<file path="src/rtl/dram_ra_pkg.sv">
package dram_ra_pkg;
  typedef enum logic {
    SRC_ROW = 1'b0,
    SRC_COL = 1'b1
  } addr_src_e;
endpackage

</file>
<file path="src/rtl/ref_timer.sv">
module ref_timer #(
  parameter int TICKS = 128
) (
  input  logic clk_i,
  input  logic rst_ni,
  input  logic ack_i,
  output logic req_o
);
  localparam int CNT_W = (TICKS > 1) ? $clog2(TICKS) : 1;
  localparam logic [CNT_W-1:0] LAST = CNT_W'(TICKS - 1);

  logic             div_q;
  logic [CNT_W-1:0] cnt_q;
  logic             req_q;

  always_ff @(posedge clk_i or negedge rst_ni) begin
    if (!rst_ni) begin
      div_q <= 1'b0;
      cnt_q <= '0;
      req_q <= 1'b0;
    end else begin
      div_q <= ~div_q;
      if (req_q) begin
        if (ack_i) req_q <= 1'b0;
      end else if (div_q) begin
        // restart count as soon as request is raised
        if (cnt_q == LAST) begin
          cnt_q <= '0;
          req_q <= 1'b1;
        end else begin
          cnt_q <= cnt_q + 1'b1;
        end
      end
    end
  end

  assign req_o = req_q;
endmodule

</file>
<file path="src/rtl/col_counter.sv">
module col_counter #(
  parameter int W = 7
) (
  input  logic         clk_i,
  input  logic         rst_ni,
  input  logic         load_i,
  input  logic         inc_i,
  input  logic [W-1:0] d_i,
  output logic [W-1:0] q_o
);
  logic [W-1:0] q_q;

  always_ff @(posedge clk_i or negedge rst_ni) begin
    if (!rst_ni)     q_q <= '0;
    else if (load_i) q_q <= d_i;
    else if (inc_i)  q_q <= q_q + 1'b1;
  end

  assign q_o = q_q;
endmodule

</file>
<file path="src/rtl/addr_mux.sv">
module addr_mux
  import dram_ra_pkg::*;
#(
  parameter int W = 7
) (
  input  logic         sel_i,
  input  logic         force_row_i,
  input  logic [W-1:0] row_i,
  input  logic [W-1:0] col_i,
  input  logic         wr_i,
  output logic [W-1:0] addr_o,
  output logic         we_no
);
  addr_src_e src;

  always_comb begin
    src = (sel_i && !force_row_i) ? SRC_COL : SRC_ROW;
    // write rides the column side only; row side pins it high
    unique case (src)
      SRC_COL: begin addr_o = col_i; we_no = ~wr_i; end
      default: begin addr_o = row_i; we_no = 1'b1;  end
    endcase
  end
endmodule

</file>
<file path="src/rtl/dram_refresh_addr.sv">
module dram_refresh_addr #(
  parameter int COL_W     = 7,
  parameter int COL_LSB   = 3,
  parameter int REF_TICKS = 128,
  localparam int AW       = 2 * COL_W
) (
  input  logic                        clk_i,
  input  logic                        rst_ni,
  input  logic                        idle_i,
  input  logic                        inc_i,
  input  logic                        ref_access_i,
  input  logic                        mux_sel_i,
  input  logic [COL_LSB+AW-1:COL_LSB] proc_addr_i,
  input  logic                        proc_wr_i,
  output logic                        ref_req_o,
  output logic [COL_W-1:0]            dram_addr_o,
  output logic                        dram_we_no
);
  logic [COL_W-1:0] col_q;
  logic [COL_W-1:0] col_bits;
  logic [COL_W-1:0] row_bits;

  assign col_bits = proc_addr_i[COL_LSB +: COL_W];
  assign row_bits = proc_addr_i[COL_LSB+COL_W +: COL_W];

  ref_timer #(.TICKS(REF_TICKS)) u_tmr (
    .clk_i  (clk_i),
    .rst_ni (rst_ni),
    .ack_i  (ref_access_i),
    .req_o  (ref_req_o)
  );

  col_counter #(.W(COL_W)) u_col (
    .clk_i  (clk_i),
    .rst_ni (rst_ni),
    .load_i (idle_i),
    .inc_i  (inc_i),
    .d_i    (col_bits),
    .q_o    (col_q)
  );

  addr_mux #(.W(COL_W)) u_mux (
    .sel_i       (mux_sel_i),
    .force_row_i (ref_access_i),
    .row_i       (row_bits),
    .col_i       (col_q),
    .wr_i        (proc_wr_i),
    .addr_o      (dram_addr_o),
    .we_no       (dram_we_no)
  );
endmodule

</file>
<file path="config.mk">
export PLATFORM = sky130hd
export DESIGN_NAME = dram_refresh_addr
export DESIGN_NICKNAME = d
export VERILOG_FILES = /design/src/rtl/dram_ra_pkg.sv /design/src/rtl/ref_timer.sv /design/src/rtl/col_counter.sv /design/src/rtl/addr_mux.sv /design/src/rtl/dram_refresh_addr.sv
export SDC_FILE = /design/constraint.sdc
export NUM_CORES = 1
export LEC_CHECK = 0
export BUFFER_PORTS_ARGS = -buffer_cell sky130_fd_sc_hd__buf_4
export CORE_MARGIN = 2
export CORE_UTILIZATION = 40
export DETAILED_ROUTE_END_ITERATION = 16
export PLACE_DENSITY = 0.74
export SKIP_CTS_REPAIR_TIMING = 1
export SLEW_MARGIN = 20
export SYNTH_ARGS = -nofsm -noshare
export SYNTH_HDL_FRONTEND = slang
export SYNTH_SLANG_ARGS = --single-unit
</file>
<file path="constraint.sdc">
create_clock -name clk_i -period 1.9 [get_ports clk_i]
set_clock_uncertainty 0.1 [all_clocks]
set_input_delay 0.19 -clock clk_i [delete_from_list [all_inputs] [get_ports clk_i]]
set_output_delay 0.19 -clock clk_i [all_outputs]
set_load 0.02 [all_outputs]
</file>
; ---- Word level (Yosys, flattened, before mapping)
; Cells that the tools add are included.
[op_classes]
n_addsub = 2
n_eq_ne = 1
muxes = 10
n_bitwise = 3
n_reduce_logical = 4
[op_table]
columns = operator, count
row1 = 2-to-1 mux 7 bit, 4
row2 = adder 7 x 1 -> 7 bit (second input constant), 2
row3 = == test 7 bit (second input constant), 1
row4 = 2-to-1 mux 1 bit, 6
row5 = inverter 1 bit, 3
row6 = AND reduction 2 bit, 1
row7 = nonzero test 2 bit, 1
row8 = logical AND 1 bit, 1
row9 = zero test 1 bit, 1
[totals]
reg_bits = 16
in_bits = 21
out_inout_bits = 9
wordCells = 24

; ---- Logic depth before layout (Yosys ltp)
; Gate-level depths: netlist of the first run.
[logic_depth]
word_depth = 4
ltp_mapped = 4
ltp_nobuf = 4

; ---- Modules after synthesis
; A second synthesis of the first run with hierarchy kept.
[unflattened]
hier_cells = 86
hier_area_um2 = 897.1
[modules_own_cells]
columns = mod, instances, cells_per_inst, area_per_inst_um2, seq_area_each_um2
row1 = ref_timer, 1, 38, 409.1, 225.2
row2 = col_counter, 1, 38, 350.3, 175.2
row3 = addr_mux, 1, 10, 137.6, 0.0

; ---- Least setup slack after synthesis of the first run
; OpenSTA, ideal clock, no wires.
[synth_timing]
path_kind = register to register
start = reg u_col.q_q[0] (netlist: u_col.q_o[0])
end = reg u_col.q_q[6] (netlist: u_col.q_o[6])
arrival_time_ps = 1220
required_ps = 1731
setup_slack_ps = 511
stages_incl_launch_ff = 5
path_cell_list = dfrtp_1 ha_1 nand4_1 or4_1 nand3_1
[synth_between]
elab_chain_cells = 3
[synth_lines]
columns = item, line
row1 = start: declaration, col_counter.sv:11  ; logic [W-1:0] q_q;
row2 = start signal: assignment, col_counter.sv:15  ; else if (load_i) q_q <= d_i;
row3 = start signal: assignment, col_counter.sv:16  ; else if (inc_i) q_q <= q_q + 1'b1;
row4 = adder 7 x 1 -> 7 bit, col_counter.sv:16
row5 = 2-to-1 mux 7 bit, col_counter.sv:16
row6 = 2-to-1 mux 7 bit, col_counter.sv:15
; Every way passes these cells. The select of a mux whose other input is x is not followed.
; A chain may end at the register's enable or synchronous reset.

; ---- Worst setup path in the final report of the first run
[layout_timing]
start = reg u_col.q_q[1] (netlist: u_col.q_o[1])
end = reg u_col.q_q[6] (netlist: u_col.q_o[6])
; The elaborated chain is that of the path after synthesis.

==> results of run 1 <==
routing by layer:
metal	wire length, um	global-route usage, %	vias up	part of all wire, %
met2	930	30.5	29	50
met5	0	0	-	0
met4	0	4.05	0	0
met1	799	20.1	372	43
li1	-	-	382	-
met3	114	2.98	0	6.2
power groups by stage:
stage / Sequential (W) / Combinational, W / Clock, W
2_1_floorplan: 0.000493 / 0.000183 / 0
3_3_place_gp: 0.000513 / 0.000260 / 0
3_5_place_dp: 0.000515 / 0.000270 / 0
4_1_cts: 0.000509 / 0.000271 / 0.000234
5_1_grt: 0.000524 / 0.000308 / 0.000248
6_report: 0.000511 / 0.000272 / 0.000225
cell usage after synthesis:
master	count
nand3b_1	1
clkbuf_1	2
mux2i_1	1
nand3_1	5
o32ai_1	1
xnor2_1	3
mux2_2	7
nand4_1	3
xor2_1	4
o21ai_0	10
and3_1	1
or4_1	2
nand2b_1	2
a21oi_1	1
o22ai_1	1
a41oi_1	1
inv_1	2
dfrtp_1	16
a31oi_1	2
nor3_1	1
nor2b_1	3
ha_1	2
buf_4	1
nand2_1	16
area by class of cell:
cell class,count,area (sq um),share of cell area [%]
repair buffers,31,238,20.7
flip-flops and latches,16,400,34.8
inverters,2,7.51,0.652
well taps,27,33.8,2.93
clock buffers,4,36.3,3.15
multi-input cells,67,435,37.8
kinds of logic after synthesis:
group	count (synthesis)	share of synthesized area [%]
multiplexers	8	10.4
XOR/XNOR	7	7.14
buffers and inverters	5	2.62
AO/OA/AOI/OAI	16	10.6
flip-flops	16	46.6
AND/OR/NAND/NOR	34	19.7
adder cells (fa/ha/maj)	2	2.91
worst max-delay path, cell delays in order, from the launching register on:
cell	delay [ns]
dfrtp_1	0.41
ha_1	0.19
nand4_1	0.14
or4_1	0.49
nand3_1	0.09
final timing paths:
| kind | from | to | slack [ns] |
|---|---|---|---|
| setup / recovery | u_col.q_o[1] | u_col.q_o[6] | 0.43 |
| hold / removal | proc_addr_i[8] | u_col.q_o[5] | -0.007 |
| setup reg to reg | u_col.q_o[1] | u_col.q_o[6] | 0.43 |
| hold reg to reg | u_tmr.div_q | u_tmr.div_q | 0.35 |
| max in group asynchronous | rst_ni | u_col.q_o[2] | 1.33 |
| min in group asynchronous | rst_ni | u_tmr.cnt_q[6] | 0.18 |
registers in the layout, indices dropped and copies added, names as in the netlist:
| name | flops |
|---|---|
| u_tmr.cnt_q | 7 |
| u_tmr.div_q | 1 |
| u_tmr.req_o | 1 |
| u_col.q_o | 7 |
stage by stage:
stage | instances | instance area [sq um]
final | 147 | 1150
after global routing | 147 | 1150
after CTS | 145 | 1130
after detailed placement | 141 | 1090
after global placement | 141 | 1090
after floorplan | 88 | 858
==> impl_metrics.toml, run 1 <==
[critical_path]
critPathRequiredTime_ns = 2.03
endpoint_kind = "flop"
r2r_cells = 4
critical_path_class = "flop to flop"
crit_arrival_ns = 1.60
worstSetupStartpointType = "flop"
cp_max_fo = 4

[global_routing]
antenna_found_initial = 0
globalRouteOverflowTotal = 0
grt_pass1_vias = 771
grt_pass1_wl_um = 3270
grt_start_max_net_pins = 17
grt.total_usage_pct = 16.7

[final_layout]
nFillCells = 191
mostFrequentLayoutCell = "buf_4"
area_growth_pct = 34.1
mostFrequentLayoutCells = "buf_4, nand2_1, dfrtp_1, o21ai_0, mux2_2"
final_nets = 144
drive_above_1_share_pct = 33.3
post-route-util_pct = 57.5
diodes = 0

[sta]
slew_headroom_pct = 66.1
hold_viol = 1
worst_pin_slew_ns = 0.507
setup_tns_ns = 0
slew_viol_final = 0
period_needed_ns = 1.47
rsz0062_at_grt = "no"
post-route-period-util_pct = 77.3
setup_viol = 0
fin_ws_ns = 0.432
max_freq_ghz = 0.681
fin_worst_hold_slack_ns = -0.00718

[logic_synthesis]
syn_nets = 111
yosys.area.top_type = "dfrtp_1"
yosys-top-cells-area = "dfrtp_1, mux2_2, nand2_1, o21ai_0, xor2_1"
synth_cells = 88
yosysWarnings = 0
syn_area_sq_um = 858
yosysTopAreaCellShare_pct = 46.6
avgSynthCellArea_sq_um = 9.75
yosysUniqueCellTypes = 24
ys_seq_elements = 16
yosysSeqAreaShare_pct = 46.6

[flow_run]
cap_violations = 0

[clock_tree]
clk_latency_ns = 0.29
cts-root-buf = "clkbuf_4"
clockBufferDepth = 2
h-tree-depth = 1
cts_made_buffers = 3
clk_pin_slew_ns = 0.10
numClockSinks = 16
cts_tree = "yes"

[power]
pwr-share-clk_pct = 22.3
combPwrFrac_pct = 27.0
swShare_pct = 32.4
p_int_w = 0.000682
p_seq_share_pct = 50.7
leakagePower_nw = 0.536
ir_drop_mv = 0.366
switchingPower_w = 0.000326
p_total_w = 0.00101
power.density_nw_per_um2 = 876

[worst_hold_path]
hold_path_depth = 3
hp-class = "primary input to flop"

[floorplanning]
rows = 16
io_pins = 30
initial_core_util_pct = 42.9
die_w_um = 50.3
dieArea_sq_um = 2530
die_height_um = 50.3
core_region_area_sq_um = 2000

[route]
wl_per_cell_um = 12.5
ant_nets = 0
routed_wl_um = 1840
drtPass1Iterations = 4
drt_iter0_drc = 9
via_per_inst = 5.33
route.vias.total = 783
drc = 0

[placed_design]
place.gp.congestion = 0.812
hpwl_um = 1440
portBuffers = 29
pre_cts_slack_ns = 0.434

[outcome]
status = "finished with violations"
violations = "negative hold slack"
Note: power is estimated with default switching activity, not from simulation.
==> inputs of run 2 (changes only) <==
--- a/config.mk
+++ b/config.mk
@@ -9,7 +9,7 @@
 export CORE_MARGIN = 2
 export CORE_UTILIZATION = 40
 export DETAILED_ROUTE_END_ITERATION = 16
-export PLACE_DENSITY = 0.74
+export PLACE_DENSITY = 0.77
 export SKIP_CTS_REPAIR_TIMING = 1
 export SLEW_MARGIN = 20
 export SYNTH_ARGS = -nofsm -noshare
==> constraint.sdc (replaced) <==
create_clock -name clk_i -period 1.2 [get_ports clk_i]
set_clock_uncertainty 0.1 [all_clocks]
set_input_delay 0.12 -clock clk_i [delete_from_list [all_inputs] [get_ports clk_i]]
set_output_delay 0.12 -clock clk_i [all_outputs]
set_load 0.02 [all_outputs]
==> run 2 against run 1 <==
  * The run ends with negative hold slack, negative setup slack left
  * Register-to-register slack lost 0.65 ns
  * Cell count is 14% higher
  * First-iteration DRC count rose by 22%
  * Combinational power rose by 140%
  * Wire length grew 23%
  * Non-clock buffer count rose by 21
  * Core utilization rose by 14 points
  * Total power is 76% higher
  * Via count grew 9.7%
  * Clock power is 29% higher
  * Global-route usage grew 1.6 points
==> impl_metrics.toml, run 2 (synthesis results as in run 1) <==
[sta]
slew_viol_final = 0
slew_headroom_pct = 74.7
fin_ws_ns = -0.245
post-route-period-util_pct = 120
setup_tns_ns = -1.83
hold_viol = 1
worst_pin_slew_ns = 0.379
max_freq_ghz = 0.692
rsz0062_at_grt = "yes"
setup_viol = 14
period_needed_ns = 1.45
fin_worst_hold_slack_ns = -0.0317

[critical_path]
cp_slowest_stage_delay_ns = 0.43
worstSetupStartpointType = "flop"
crit_family = "flip-flops"
crit_arrival_ns = 1.23
cp_num_buf_inv = 2
critical_path_class = "flop to output port"
critPathRequiredTime_ns = 0.98
endpoint_kind = "output port"
critPathMostFrequentCell = "buf_6"
cp_max_fo = 3
crit_slowest_cell = "dfrtp_1"
crit_chain = "buf_6 -> mux2_2 -> buf_6"

[route]
wl_per_cell_um = 13.5
ant_nets = 0
routed_wl_um = 2270
drtPass1Iterations = 3
top_layer = "met4"
drt_iter0_drc = 11
route.met3.wl_um = 106
wl_met2_um = 1250
route.vias.total = 859
wl_met1_um = 903
drc = 0
via_per_inst = 5.11

[global_routing]
antenna_found_initial = 0
grt_pass1_wl_um = 3580
grt.total_usage_pct = 18.2
grt_start_max_net_pins = 17
grt_pass1_vias = 854
globalRouteOverflowTotal = 0

[floorplanning]
core_region_area_sq_um = 2000
dieArea_sq_um = 2530
die_height_um = 50.3
rows = 16
die_w_um = 50.3
io_pins = 30
initial_core_util_pct = 42.9

[clock_tree]
cts_made_buffers = 3
clk_pin_slew_ns = 0.10
h-tree-depth = 1
clockBufferDepth = 2
clk_latency_ns = 0.28
cts_tree = "yes"
numClockSinks = 16
cts-root-buf = "clkbuf_4"

[outcome]
status = "finished with violations"
violations = "negative hold slack, negative setup slack"

[power]
ir_drop_mv = 0.750
power.density_nw_per_um2 = 1240
p_total_w = 0.00178
leakagePower_nw = 0.651

[final_layout]
multi_input_area_sq_um = 510
final_nets = 165
fin_cells = 168
diodes = 0
drive_above_1_share_pct = 48.2
register_area_sq_um = 402
area_growth_pct = 66.5
nFillCells = 160
mostFrequentLayoutCells = "buf_4, nand2_1, dfrtp_1, buf_6, dlygate4sd3_1"
mostFrequentLayoutCell = "buf_4"

[flow_run]
cap_violations = 0

[placed_design]
portBuffers = 29
place.gp.congestion = 0.832
dp_cells = 153
hpwl_um = 1640

[worst_hold_path]
hp-class = "primary input to flop"
==> run 2: worst paths after layout <==
| kind | startpoint | to | slack (ns) | depth (start not counted) |
|---|---|---|---|---|
| max | u_col.q_o[2] | dram_addr_o[2] | -0.25 | 3 |
| min | proc_addr_i[6] | u_col.q_o[3] | -0.03 | 3 |
| max reg2reg | u_col.q_o[0] | u_col.q_o[6] | -0.22 | 4 |
| min reg2reg | u_tmr.cnt_q[6] | u_tmr.cnt_q[6] | 0.41 | 1 |
| max in group asynchronous | rst_ni | u_tmr.req_o | 0.68 | 2 |
| min in group asynchronous | rst_ni | u_tmr.cnt_q[5] | 0.12 | 2 |
==> run 2: report_power, final <==
part           internal, W  switching, W  total, W
registers         0.000665      0.000168  0.000833
clock network     0.000129      0.000163  0.000291
logic             0.000365      0.000286  0.000651
==> run 2: tightest hold or removal path, delay by kind of cell <==
family	cells	cell delay (ns)
and+or+nand+nor	1	0.04
buffers and inverters	1	0.07
AOI/OAI and AO/OA	1	0.07
==> run 2: routing by layer <==
layer	vias to the layer above	track usage (%)
li1	420	-
met1	411	21.0
met2	26	33.8
met3	2	3.57
met4	0	5.41
met5	-	0
==> run 2: per-stage QoR <==
step | setup slack, ns | utilization [%] | instance area, sq um
after detailed placement | -0.201 | 59.8 | 1200
final | -0.245 | 71.4 | 1430
after global placement | -0.118 | 59.8 | 1200
after global routing | -0.286 | 71.4 | 1430
after floorplan | -0.189 | - | 871
after CTS | -0.279 | 61.1 | 1220
==> run 2: cell type report <==
| cell class | count | area share (%) |
|---|---|---|
| clock buffers | 4 | 1.84 |
| repair buffers | 52 | 31.4 |
| multi-input cells | 67 | 35.7 |
| well taps | 27 | 2.36 |
| flip-flops and latches | 16 | 28.1 |
| inverters | 2 | 0.525 |
